## config.mk

```make
export PLATFORM = sky130hd
export DESIGN_NAME = irq_pin_ctrl
export DESIGN_NICKNAME = d
export VERILOG_FILES = /design/src/rtl/irqp_pkg.sv /design/src/rtl/irqp_mode_reg.sv /design/src/rtl/irqp_sof_flag.sv /design/src/rtl/irqp_status_or.sv /design/src/rtl/irq_pin_ctrl.sv
export SDC_FILE = /design/constraint.sdc
export NUM_CORES = 1
export LEC_CHECK = 0
export CORE_AREA = 4 4 41 43
export CTS_CLUSTER_SIZE = 24
export DETAILED_ROUTE_END_ITERATION = 10
export DIE_AREA = 0 0 45 47
export DONT_BUFFER_PORTS = 1
export GPL_TIMING_DRIVEN = 0
export PLACE_DENSITY = 0.3
export SYNTH_ARGS = -nofsm -noshare
export SYNTH_HDL_FRONTEND = slang
export SYNTH_SLANG_ARGS = --single-unit
export TNS_END_PERCENT = 5
```

## constraint.sdc

```tcl
create_clock -name clk -period 0.8 [get_ports clk]
set_input_delay 0.16 -clock clk [delete_from_list [all_inputs] [get_ports clk]]
set_output_delay 0.16 -clock clk [all_outputs]
set_load 0.005 [all_outputs]
```

## src/rtl/irqp_pkg.sv

```systemverilog
package irqp_pkg;

    typedef enum logic [1:0] {
        MODE_STATUS = 2'd0,
        MODE_BOTH   = 2'd1,
        MODE_SOF    = 2'd2
    } irq_mode_e;

    typedef enum logic {
        PIN_IDLE   = 1'b0,
        PIN_ACTIVE = 1'b1
    } pin_state_e;

    typedef struct packed {
        logic sof_only;
        logic pin_mode;
    } irq_cfg_t;

    // The SOF-only bit has priority; pin_mode is a don't-care when it is set.
    function automatic irq_mode_e decode_mode(irq_cfg_t cfg);
        if (cfg.sof_only)
            return MODE_SOF;
        else if (cfg.pin_mode)
            return MODE_BOTH;
        else
            return MODE_STATUS;
    endfunction

endpackage

```

## src/rtl/irqp_mode_reg.sv

```systemverilog
module irqp_mode_reg
    import irqp_pkg::*;
(
    input  logic      clk,
    input  logic      rst_n,
    input  logic      we,
    input  irq_cfg_t  cfg_d,
    output irq_mode_e mode
);
    irq_cfg_t cfg_q;

    always_ff @(posedge clk or negedge rst_n) begin
        if (!rst_n)
            cfg_q <= '0;
        else if (we)
            cfg_q <= cfg_d;
    end

    always_comb mode = decode_mode(cfg_q);

    // the stored configuration moves only on a write
    assert_cfg_hold_R8: assert property (@(posedge clk) disable iff (!rst_n)
        !we |=> $stable(cfg_q));
    assert_cfg_load_R8: assert property (@(posedge clk) disable iff (!rst_n)
        we |=> (cfg_q == $past(cfg_d)));
endmodule

```

## src/rtl/irqp_sof_flag.sv

```systemverilog
module irqp_sof_flag (
    input  logic clk,
    input  logic rst_n,
    input  logic sof_pulse,
    input  logic sof_ack,
    output logic sof_flag
);
    always_ff @(posedge clk or negedge rst_n) begin
        if (!rst_n)
            sof_flag <= 1'b0;
        else if (sof_pulse)
            sof_flag <= 1'b1;
        else if (sof_ack)
            sof_flag <= 1'b0;
    end

    // set wins, including against a simultaneous acknowledge
    assert_sof_set_R6: assert property (@(posedge clk) disable iff (!rst_n)
        sof_pulse |=> sof_flag);
    assert_sof_clear_R6: assert property (@(posedge clk) disable iff (!rst_n)
        (sof_ack && !sof_pulse) |=> !sof_flag);
    assert_sof_sticky_R6: assert property (@(posedge clk) disable iff (!rst_n)
        (!sof_ack && !sof_pulse) |=> $stable(sof_flag));
endmodule

```

## src/rtl/irqp_status_or.sv

```systemverilog
module irqp_status_or #(
    parameter int N_STATUS = 8
) (
    input  logic [N_STATUS-1:0] pend,
    input  logic [N_STATUS-1:0] en,
    output logic                req
);
    logic [N_STATUS-1:0] live;

    for (genvar g = 0; g < N_STATUS; g++) begin : g_bit
        assign live[g] = pend[g] & en[g];
    end

    always_comb req = |live;

    // a request means some enabled bit is pending
    always_comb begin
        assert_status_or_R2: assert (req == ((pend & en) != '0));
    end
endmodule

```

## src/rtl/irq_pin_ctrl.sv

```systemverilog
module irq_pin_ctrl
    import irqp_pkg::*;
#(
    parameter int N_STATUS = 8
) (
    input  logic                clk,
    input  logic                rst_n,
    input  logic [N_STATUS-1:0] status_pend,
    input  logic [N_STATUS-1:0] status_en,
    input  logic                sof_pulse,
    input  logic                sof_ack,
    input  logic                cfg_we,
    input  logic                cfg_sof_only,
    input  logic                cfg_pin_mode,
    output logic                int_n
);
    irq_mode_e  mode;
    logic       sof_flag;
    logic       status_req;
    logic       request;
    pin_state_e state_q, state_d;
    irq_cfg_t   cfg_in;

    always_comb begin
        cfg_in.sof_only = cfg_sof_only;
        cfg_in.pin_mode = cfg_pin_mode;
    end

    irqp_mode_reg u_mode (
        .clk   (clk),
        .rst_n (rst_n),
        .we    (cfg_we),
        .cfg_d (cfg_in),
        .mode  (mode)
    );

    irqp_sof_flag u_sof (
        .clk       (clk),
        .rst_n     (rst_n),
        .sof_pulse (sof_pulse),
        .sof_ack   (sof_ack),
        .sof_flag  (sof_flag)
    );

    irqp_status_or #(.N_STATUS(N_STATUS)) u_stat (
        .pend (status_pend),
        .en   (status_en),
        .req  (status_req)
    );

    // source selection by mode
    always_comb begin
        unique case (mode)
            MODE_STATUS: request = status_req;
            MODE_BOTH:   request = status_req | sof_flag;
            MODE_SOF:    request = sof_flag;
            default:     request = 1'b0;
        endcase
    end

    // state register
    always_ff @(posedge clk or negedge rst_n) begin
        if (!rst_n)
            state_q <= PIN_IDLE;
        else
            state_q <= state_d;
    end

    // transitions RAISE and RELEASE
    always_comb begin
        state_d = state_q;
        unique case (state_q)
            PIN_IDLE:   if (request)  state_d = PIN_ACTIVE;
            PIN_ACTIVE: if (!request) state_d = PIN_IDLE;
            default:    state_d = PIN_IDLE;
        endcase
    end

    // outputs
    always_comb int_n = (state_q != PIN_ACTIVE);

    assert_pin_assert_R7: assert property (@(posedge clk) disable iff (!rst_n)
        request |=> !int_n);
    assert_pin_release_R7: assert property (@(posedge clk) disable iff (!rst_n)
        !request |=> int_n);
    assert_sof_only_R5: assert property (@(posedge clk) disable iff (!rst_n)
        (mode == MODE_SOF && !sof_flag) |=> int_n);
    assert_status_only_R3: assert property (@(posedge clk) disable iff (!rst_n)
        (mode == MODE_STATUS && !status_req) |=> int_n);
endmodule

```

-- Yosys cells after proc, flatten, opt, wreduce, memory -nomap -nowiden
Index checks and enable logic that the tools add are counted.
- register bits: 4
- input bits: 23
- output and inout port bits: 1
- equality and inequality tests: 2
- muxes and demuxes: 6
- bitwise operators: 10
- reduce and logical (&&, ||, !) cells: 3
- operators by type and width (operator ; number):
    AND 1 bit ; 8
    OR reduction 8 bit ; 1
    two-way mux 1 bit ; 4
    case mux 1 bit (3 select lines) ; 1
    == test 2 x 1 -> 1 bit, second input constant ; 1
    == test 2 bit, second input constant ; 1
    logical NOT 2 bit ; 1
    two-way mux 2 bit ; 1
    nonzero test 2 bit ; 1
    inverter 1 bit ; 1
    bitwise OR 1 bit ; 1

-- Depth between registers and ports, before layout
Gate-level depths: netlist (run 1).
- depth in word-level cells: 5
- depth in mapped cells: 3
- mapped depth without buffers: 3

-- By module
Synthesis (run 1) repeated with hierarchy kept, for this count alone.
- cell total of the unflattened synthesis: 19
- area total of the unflattened synthesis: 209.0 µm²
- by module, submodules not included (module ; times used ; cells an instance ; area each (µm²) ; seq. area each (µm²)):
    irqp_mode_reg ; 1 ; 6 ; 86.3 ; 50.0
    irq_pin_ctrl ; 1 ; 5 ; 50.0 ; 25.0
    irqp_sof_flag ; 1 ; 3 ; 36.3 ; 25.0
    irqp_status_or ; 1 ; 5 ; 36.3 ; 0.0

-- Worst setup path before layout (run 1)
Ideal clock, no wire load.
- kind: register to register
- start: register, netlist name u_mode.cfg_q[1]
- end: register u_mode.cfg_q[1] (netlist bit)
- data arrival time: 0.605 ns
- data required time: 0.675 ns
- path slack: 0.071 ns
- stages on the path, launching flop included: 2
- buffers on the path: 0
- period minus slack after synthesis: 0.729 ns
- path through: dfrtp_1 > mux2_2
- RTL lines (what ; line ; source):
    end signal, assigned ; irqp_mode_reg.sv:16 ; cfg_q <= cfg_d;
    end, declared ; irqp_mode_reg.sv:10 ; irq_cfg_t cfg_q;

-- Final worst setup path (run 1)
- start: register state_q
- end: output int_n
- word-level cells in the longest chain between the ends: 1
- RTL lines (what ; line ; source):
    start, declared ; irq_pin_ctrl.sv:21 ; pin_state_e state_q, state_d;
    start signal, assigned ; irq_pin_ctrl.sv:66 ; state_q <= state_d;
    inverter 1 bit ; n/a ;
    end, declared ; irq_pin_ctrl.sv:15 ; output logic int_n
Every way passes these cells.

==> results of run 1 <==
timing repair:
action	in CTS	in global routing
endpoints found under the setup margin	1	2
cloned	0	0
hold buffers	1	0
gates resized for setup	1	1
hold endpoints to repair	4	0
area by class of cell:
type	count	share of cell area [%]
Tap cell	15	7.89
Sequential cell	4	42.1
Inverter	2	3.16
Multi-Input combinational cell	10	33.2
Timing Repair Buffer	1	4.21
Clock buffer	3	9.47
Yosys cell counts:
cell / n
o21ai_0: 1
a22oi_1: 4
a21o_1: 1
a41o_1: 1
inv_1: 2
nand2_1: 1
mux2_2: 2
dfrtp_1: 4
per-layer routing:
layer | routed length, um | vias to the layer above | part of all wire [%]
met5 | 0 | - | 0
met4 | 0 | 0 | 0
met3 | 43 | 0 | 8.6
met2 | 271 | 7 | 54
met1 | 185 | 73 | 37
li1 | - | 71 | -
registers in the layout, summed over array words and instances (netlist names):
register        flops
state_q             1
u_mode.cfg_q        2
u_sof.sof_flag      1
power by group:
| part | internal (uW) | leakage (uW) | total [uW] | switching, uW |
|---|---|---|---|---|
| Combinational | 30.8 | 0.0000492 | 49.1 | 18.3 |
| Clock | 167 | 0.0000138 | 241 | 73.7 |
| Sequential | 223 | 0.0000446 | 235 | 11.1 |
final timing paths:
path / end / cells past startpoint
worst max-delay path: int_n / 1
worst min-delay path: u_sof.sof_flag / 1
worst max register to register: u_mode.cfg_q[1] / 1
worst min register to register: state_q / 2
max in group asynchronous: u_mode.cfg_q[0] / 1
min in group asynchronous: u_sof.sof_flag / 1
metrics by stage:
| step | area (um^2) | power, uW |
|---|---|---|
| 2_1_floorplan | 186 | 270 |
| 3_3_place_gp | 205 | 279 |
| 3_5_place_dp | 205 | 279 |
| 4_1_cts | 238 | 542 |
| 5_1_grt | 238 | 581 |
| 6_report | 238 | 525 |
kinds of logic after synthesis:
logic type,count (synthesis)
flip-flops,4
AND/OR/NAND/NOR,1
multiplexers,2
buffers and inverters,2
AO/OA/AOI/OAI,7
==> key figures, run 1 <==
Synthesis
  – Post-synthesis sequential area ratio: 53.7%
  – Simple-gate share of the synthesized area: 2.01%
  – Combinational family with the most area after synthesis: compound AO/OA/AOI/OAI gates
  – Syn Std Cell Area: 186 um^2
  – Cells after Synth: 16
  – Mapped Avg Cell Area: 11.7 um^2
  – Top post-synthesis cells by area: dfrtp_1 (54%), a22oi_1 (16%), mux2_2 (12%), a41o_1 (5.4%), a21o_1 (4.0%)
  – Compound-cell area share of the yosys netlist: 28.2%
  – Post-synthesis mux area share: 12.1%
  – Yosys cell types: 8
  – Adder-Cell Fraction of Synth Area: 0%
  – Ys Warns: 0
  – Synthesized flop and latch total: 4
  – Synth Area in XOR/XNOR: 0%
  – Share of the synthesized area in the top cell type: 53.7%
  – Cell taking the most area after synthesis: dfrtp_1
  – Post-synth net total: 39

Run status
  – Violated checks: negative setup slack
  – Outcome: finished with violations

GRT
  – Initial antenna violation count: 0
  – Met2 GRT Util: 7.91%
  – Met3 Usage GRT: 4.98%
  – Gr ovfl total: 0
  – Vias in the first global route: 205
  – Busiest layer in global routing: met2
  – Largest net degree at the start of global routing: 5
  – Met1 Resource Use GR: 5.77%
  – First-pass GRT wire length: 786 um
  – Total track usage: 5.48%

Layout
  – Area of the multi-input gates: 78.8 um^2
  – Fillers: 158
  – Ant. Diodes: 0
  – # nets final: 45
  – Final Non-Filler Cells: 35
  – Area Overhead vs Synth: 27.5%
  – Storage cell area: 100 um^2
  – Most frequent cells in the layout: a22oi_1 (4), dfrtp_1 (4), clkbuf_4 (3), mux2_2 (2)
  – Final Core Density: 18.3%
  – Layout cells sized above 1: 30.0%

Setup path
  – Worst path cell trace: inv_2
  – Worst Path Buf+Inv: 1
  – FF-to-FF Start: u_mode.cfg_q[1]
  – Crit path from: state_q
  – Crit-path leading delay family: flip-flops
  – Critical-path maximum fanout: 1
  – CP startpoint kind: register
  – CP endpoint kind: output port
  – Req. time, crit path: 640 ps
  – R2r setup slk: 40 ps
  – Worst path slowest cell: dfrtp_1
  – Slowest stage delay, CP: 360 ps
  – Worst EP arrival: 650 ps
  – Crit Path Category: register to output port

Drt
  – Final ANT Viol Nets: 0
  – Drt first pass iters: 2
  – Wire per inst: 14.3 um
  – DR vias/cell: 4.31
  – DRT Wirelength: 500 um
  – DRC Markers: 0
  – Via Count: 151
  – Initial drt markers: 3

Clocking
  – CTS root buffer: clkbuf_4
  – H-tree depth reported by CTS: 1
  – CTS tree: yes
  – Num CTS Buffers: 3
  – Clock sinks: 4
  – Clk_lat worst skew: 230 ps
  – Post-CTS setup buffer count: 0
  – Longest Clk Path Bufs: 2
  – Clock transition at path regs: 40 ps

Hold path
  – Hold wc startpoint: sof_pulse
  – Hold Path Class: primary input to register

Place
  – Dpl cells: 31
  – Post-Place Worst Slack: 33.4 ps
  – GPL Wtd Cong: 0.668
  – IO Port Bufs: 0

STA
  – Minimum clock period: 808 ps
  – Final hold violations: 0
  – Slew margin rel.: 88.0%
  – Final setup vio count: 1
  – RSZ-0062 raised after global routing: yes
  – Max Freq: 1240 MHz
  – Final period util: 101%
  – Fin. max-slew vios: 0
  – Total negative slack: -8.39 ps
  – Fin Hold WS: 23.7 ps
  – Tightest Pin Transition: 179 ps
  – Skew final: 5.58 ps
  – Final worst slack: -8.39 ps

Power
  – Leakage: 0.000108 uW
  – Maximum VDD drop: 0.760 mV
  – PD cells: 2210 nW/um^2

Die
  – Cell row count: 13
  – Chip Width: 45 um
  – Total Die Area: 2120 um^2
  – Io pins: 24
  – Starting density of the core: 14.3%
  – Core ar.: 1300 um^2
  – Die Y: 47 um

Run
  – Max Cap Viol: 0
Note: power is estimated with default switching activity, not from simulation.
==> run 2, diff against run 1 <==
--- a/config.mk
+++ b/config.mk
@@ -5,13 +5,15 @@
 export SDC_FILE = /design/constraint.sdc
 export NUM_CORES = 1
 export LEC_CHECK = 0
+export CELL_PAD_IN_SITES_DETAIL_PLACEMENT = 1
+export CELL_PAD_IN_SITES_GLOBAL_PLACEMENT = 1
 export CORE_AREA = 4 4 41 43
 export CTS_CLUSTER_SIZE = 24
 export DETAILED_ROUTE_END_ITERATION = 10
 export DIE_AREA = 0 0 45 47
 export DONT_BUFFER_PORTS = 1
 export GPL_TIMING_DRIVEN = 0
-export PLACE_DENSITY = 0.3
+export PLACE_DENSITY = 0.37
 export SYNTH_ARGS = -nofsm -noshare
 export SYNTH_HDL_FRONTEND = slang
 export SYNTH_SLANG_ARGS = --single-unit
==> key figures, run 2 (synthesis results as in run 1) <==
Setup path
  – Slowest stage delay, CP: 350 ps (about the same)
  – Worst EP arrival: 640 ps (about the same)
  – Crit-path leading delay family: flip-flops
  – FF-to-FF Start: u_mode.cfg_q[1]
  – Critical-path maximum fanout: 1 (unchanged)
  – Crit path from: state_q
  – CP endpoint kind: output port
  – Req. time, crit path: 640 ps (about the same)
  – Worst path slowest cell: dfrtp_1
  – Worst path cell trace: inv_1
  – Crit Path Category: register to output port
  – Worst Path Buf+Inv: 1 (unchanged)
  – CP startpoint kind: register

STA
  – Tightest Pin Transition: 184 ps (+4.71 ps)
  – Minimum clock period: 797 ps (-11.2 ps)
  – Final period util: 99.7% (-1.4 points)
  – Max Freq: 1250 MHz (+1.4%)
  – Final hold violations: 0 (unchanged)
  – RSZ-0062 raised after global routing: yes
  – Total negative slack: 0 ps (+8.39 ps)
  – Final setup vio count: 0 (-1)
  – Skew final: 0.364 ps (-5.22 ps)
  – Fin. max-slew vios: 0 (unchanged)
  – Slew margin rel.: 87.7% (-0.31 points)

Run
  – Max Cap Viol: 0 (unchanged)

Power
  – PD cells: 2190 nW/um^2 (-0.57%)
  – Switching share of power: 19.3% (-0.37 points)
  – Flop pwr share: 44.7% (about the same)
  – Maximum VDD drop: 0.658 mV (-13%)
  – Comb power frac: 9.5% (about the same)
  – Clk pwr share: 45.8% (about the same)
  – Psw: 101 uW (-2.4%)
  – Leakage: 0.000109 uW (+1.6%)
  – P_int: 421 uW (-0.11%)

Layout
  – Ant. Diodes: 0 (unchanged)
  – Largest register by flop count: u_mode.cfg_q
  – Area Overhead vs Synth: 27.5% (unchanged)
  – Largest regs: u_mode.cfg_q: 2 flops, state_q: 1 flops, u_sof.sof_flag: 1 flops
  – Final Core Density: 18.3% (unchanged)
  – Max reg flops: 2 (unchanged)
  – Most frequent cells in the layout: a22oi_1 (4), dfrtp_1 (4), clkbuf_4 (3), inv_1 (2), mux2_2 (2)
  – Layout cells sized above 1: 25.0% (-5.0 points)
  – # nets final: 45 (unchanged)

Hold path
  – Hold wc startpoint: sof_pulse
  – Hold Path Class: primary input to register

GRT
  – Vias in the first global route: 169 (-18%)
  – Initial antenna violation count: 0 (unchanged)
  – Gr ovfl total: 0 (unchanged)
  – Largest net degree at the start of global routing: 5 (unchanged)
  – Total track usage: 4.52% (-0.96 points)
  – First-pass GRT wire length: 593 um (-25%)

Die
  – Chip Width: 45 um (unchanged)
  – Io pins: 24 (unchanged)
  – Die Y: 47 um (unchanged)
  – Core ar.: 1300 um^2 (unchanged)
  – Cell row count: 13 (unchanged)
  – Starting density of the core: 14.3% (unchanged)
  – Total Die Area: 2120 um^2 (unchanged)

Clocking
  – Clock sinks: 4 (unchanged)
  – Clock transition at path regs: 30 ps (about the same)
  – CTS root buffer: clkbuf_4
  – Post-CTS setup buffer count: 0 (unchanged)
  – Clk_lat worst skew: 230 ps (about the same)
  – H-tree depth reported by CTS: 1 (unchanged)
  – Num CTS Buffers: 3 (unchanged)
  – Longest Clk Path Bufs: 2 (unchanged)
  – CTS tree: yes

Drt
  – DRC Markers: 0 (unchanged)
  – Drt first pass iters: 1 (-1)
  – Wire per inst: 12.5 um (-13%)
  – DR vias/cell: 4.71 (+9.3%)
  – Via Count: 165 (+9.3%)
  – DRT Wirelength: 436 um (-13%)
  – Initial drt markers: 0 (-3)
  – Final ANT Viol Nets: 0 (unchanged)

Place
  – IO Port Bufs: 0 (unchanged)
  – GPL Wtd Cong: 0.575 (-14%)

Run status
  – Outcome: finished clean
-- run 2: changes by cell type in the layout (fill, tap and decap cells not counted) --
cell   before  now
inv_1       1    2
inv_2       1    0
-- run 2: cell type report --
class                      instances  area, um^2
fill                             157        1060
sequential                         4         100
multi-input combinational         10        78.8
clock buffer                       3        22.5
tap                               15        18.8
timing repair buffer               1        10.0
inverter                           2        7.51
-- run 2: path summary, 6_finish.rpt --
path	end	slack, ps	cells past startpoint
setup / recovery	int_n	3	1
hold / removal	u_sof.sof_flag	30	1
setup reg to reg	u_mode.cfg_q[1]	30	1
hold reg to reg	u_sof.sof_flag	470	1
max in group asynchronous	u_sof.sof_flag	430	1
min in group asynchronous	state_q	200	1
-- run 2: timing repair --
| action | 4_1_cts | 5_1_grt |
|---|---|---|
| hold endpoints to repair | 4 | 0 |
| hold buffers | 1 | 0 |
| gates resized for setup | 0 | 1 |
| setup endpoints to repair | 1 | 2 |
-- run 2: per-stage QoR --
step / setup slack [ps] / area, um^2 / cells / hold WS, ps / total power [uW]
after floorplan: 70.6 / 186 / 16 / -136 / 270
after global routing: -30.4 / 238 / 35 / 27.7 / 568
after CTS: -15.0 / 238 / 35 / 18.9 / 543
after detailed placement: 29.0 / 205 / 31 / -135 / 280
final: 2.78 / 238 / 35 / 28.6 / 522
after global placement: 43.3 / 205 / 31 / -135 / 278
-- run 2: power groups by stage --
stage / clock network, uW / registers (uW) / logic (uW)
final: 239 / 233 / 49.5
after global routing: 275 / 236 / 56.5
after CTS: 259 / 233 / 51.3
after detailed placement: 0 / 236 / 43.9
after global placement: 0 / 235 / 42.7
after floorplan: 0 / 232 / 37.7
-- run 2: per-layer routing --
layer	vias up	global-route usage, %	share of wire, %
met2	22	7.06	41
met4	0	7.02	5.0
met5	-	0	0
li1	69	-	-
met3	2	1.15	18
met1	72	3.90	36
==> run 3, diff against run 2 <==
--- a/config.mk
+++ b/config.mk
@@ -12,7 +12,7 @@
 export DETAILED_ROUTE_END_ITERATION = 10
 export DIE_AREA = 0 0 45 47
 export DONT_BUFFER_PORTS = 1
-export GPL_TIMING_DRIVEN = 0
+export MAX_ROUTING_LAYER = met4
 export PLACE_DENSITY = 0.37
 export SYNTH_ARGS = -nofsm -noshare
 export SYNTH_HDL_FRONTEND = slang
==> key figures, run 3 (synthesis results as in run 1) <==
Hold path
  – Hold Path Class: primary input to register
  – Hold depth: 1 (unchanged)

Setup path
  – Worst path slowest cell: dfrtp_1
  – Worst Path Buf+Inv: 1 (unchanged)
  – Critical-path maximum fanout: 1 (unchanged)
  – CP startpoint kind: register
  – Worst EP arrival: 640 ps (about the same)
  – CP Depth: 1 (unchanged)
  – Crit-path leading delay family: flip-flops
  – Req. time, crit path: 640 ps (about the same)
  – Slowest stage delay, CP: 350 ps (about the same)
  – Cells on worst reg2reg path: 1 (unchanged)
  – CP endpoint kind: output port
  – Worst path cell trace: inv_1
  – Crit Path Category: register to output port

STA
  – Total negative slack: -3.46 ps (-3.46 ps)
  – Final hold violations: 0 (unchanged)
  – Slew margin rel.: 87.2% (-0.50 points)
  – RSZ-0062 raised after global routing: yes
  – Fin. max-slew vios: 0 (unchanged)
  – Skew final: 2.10 ps (+1.74 ps)
  – Max Freq: 1240 MHz (-0.78%)
  – Final worst slack: -3.46 ps (-6.24 ps)
  – Minimum clock period: 803 ps (+6.24 ps)
  – Final setup vio count: 1 (+1)
  – Tightest Pin Transition: 191 ps (+7.42 ps)
  – Final period util: 100% (+0.78 points)
  – Fin Hold WS: 25.6 ps (-2.99 ps)

Die
  – Cell row count: 13 (unchanged)
  – Core ar.: 1300 um^2 (unchanged)
  – Starting density of the core: 14.3% (unchanged)
  – Total Die Area: 2120 um^2 (unchanged)
  – Die Y: 47 um (unchanged)
  – Io pins: 24 (unchanged)
  – Chip Width: 45 um (unchanged)

GRT
  – Vias in the first global route: 189 (+12%)
  – First-pass GRT wire length: 683 um (+15%)
  – Met1 Resource Use GR: 3.22% (-0.68 points)
  – Total track usage: 5.41% (+0.89 points)
  – Met2 GRT Util: 8.19% (+1.1 points)
  – Busiest layer in global routing: met4
  – Initial antenna violation count: 0 (unchanged)
  – Met3 Usage GRT: 3.07% (+1.9 points)
  – Largest net degree at the start of global routing: 5 (unchanged)
  – Gr ovfl total: 0 (unchanged)

Drt
  – Final ANT Viol Nets: 0 (unchanged)
  – Drt first pass iters: 1 (unchanged)
  – Wire per inst: 12.9 um (+3.7%)
  – DRT Wirelength: 452 um (+3.7%)
  – DRC Markers: 0 (unchanged)
  – Initial drt markers: 0 (unchanged)
  – DR vias/cell: 4.63 (-1.8%)
  – Via Count: 162 (-1.8%)

Power
  – Switching share of power: 20.2% (+0.89 points)
  – Maximum VDD drop: 0.733 mV (+11%)
  – P_int: 421 uW (about the same)
  – Psw: 107 uW (+5.9%)
  – Leakage: 0.000109 uW (unchanged)
  – PD cells: 2220 nW/um^2 (+1.2%)
  – Clk pwr share: 46.5% (+0.7 points)
  – Comb power frac: 9.3% (-0.2 points)
  – Flop pwr share: 44.2% (-0.5 points)

Clocking
  – CTS tree: yes
  – Longest Clk Path Bufs: 2 (unchanged)
  – H-tree depth reported by CTS: 1 (unchanged)
  – Clock transition at path regs: 40 ps (about the same)
  – Num CTS Buffers: 3 (unchanged)
  – Post-CTS setup buffer count: 0 (unchanged)
  – Clk_lat worst skew: 230 ps (about the same)
  – Clock sinks: 4 (unchanged)
  – CTS root buffer: clkbuf_4

Layout
  – # nets final: 45 (unchanged)
  – Layout cells sized above 1: 25.0% (unchanged)
  – Ant. Diodes: 0 (unchanged)
  – Area Overhead vs Synth: 27.5% (unchanged)
  – Largest register by flop count: u_mode.cfg_q
  – Fillers: 156 (-0.64%)
  – Max reg flops: 2 (unchanged)
  – Largest regs: u_mode.cfg_q: 2 flops, state_q: 1 flops, u_sof.sof_flag: 1 flops
  – Most frequent cells in the layout: a22oi_1 (4), dfrtp_1 (4), clkbuf_4 (3), inv_1 (2), mux2_2 (2)

Run status
  – Outcome: finished with violations
  – Violated checks: negative setup slack

Run
  – Max Cap Viol: 0 (unchanged)

Place
  – GPL Wtd Cong: 0.551 (-4.2%)
  – IO Port Bufs: 0 (unchanged)
## run 3: worst paths after layout
kind / start / end / slack (ps)
setup / recovery: state_q / int_n / -3
hold / removal: sof_pulse / u_sof.sof_flag / 30
setup reg to reg: u_mode.cfg_q[1] / u_mode.cfg_q[1] / 20
hold reg to reg: u_sof.sof_flag / u_sof.sof_flag / 470
max in group asynchronous: rst_n / u_sof.sof_flag / 430
min in group asynchronous: rst_n / state_q / 200
## run 3: power groups by stage
| stage | logic, uW | registers [uW] | clock network, uW |
|---|---|---|---|
| after global placement | 42.9 | 234 | 0 |
| after detailed placement | 43.3 | 236 | 0 |
| after global routing | 55.6 | 236 | 283 |
| after floorplan | 37.7 | 232 | 0 |
| final | 49.0 | 234 | 245 |
| after CTS | 50.7 | 234 | 267 |
## run 3: per-stage QoR
stage	utilization, %	std cells	total power (uW)	cell area, um^2	worst slack [ps]
2_1_floorplan	-	16	270	186	70.6
3_3_place_gp	15.8	31	277	205	60.2
3_5_place_dp	15.8	31	280	205	25.3
4_1_cts	18.3	35	551	238	-26.9
5_1_grt	18.3	35	574	238	-42.3
6_report	18.3	35	528	238	-3.46
## run 3: per-layer routing
layer  vias to the layer above  share of wire, %
li1                         70                 -
met1                        72                33
met2                        20                47
met3                         0                20
met4                         0                 0
met5                         -                 0
## run 3: cell type report
cell class / count / area [um^2] / area share [%]
Multi-Input combinational cell: 10 / 78.8 / 33.2
Tap cell: 15 / 18.8 / 7.89
Timing Repair Buffer: 1 / 10.0 / 4.21
Clock buffer: 3 / 22.5 / 9.47
Sequential cell: 4 / 100 / 42.1
Inverter: 2 / 7.51 / 3.16
## run 3: what timing repair did
action	in CTS	in global routing
hold buffers	1	0
setup endpoints to repair	1	2
gates resized for setup	0	1
endpoints found under the hold margin	4	0
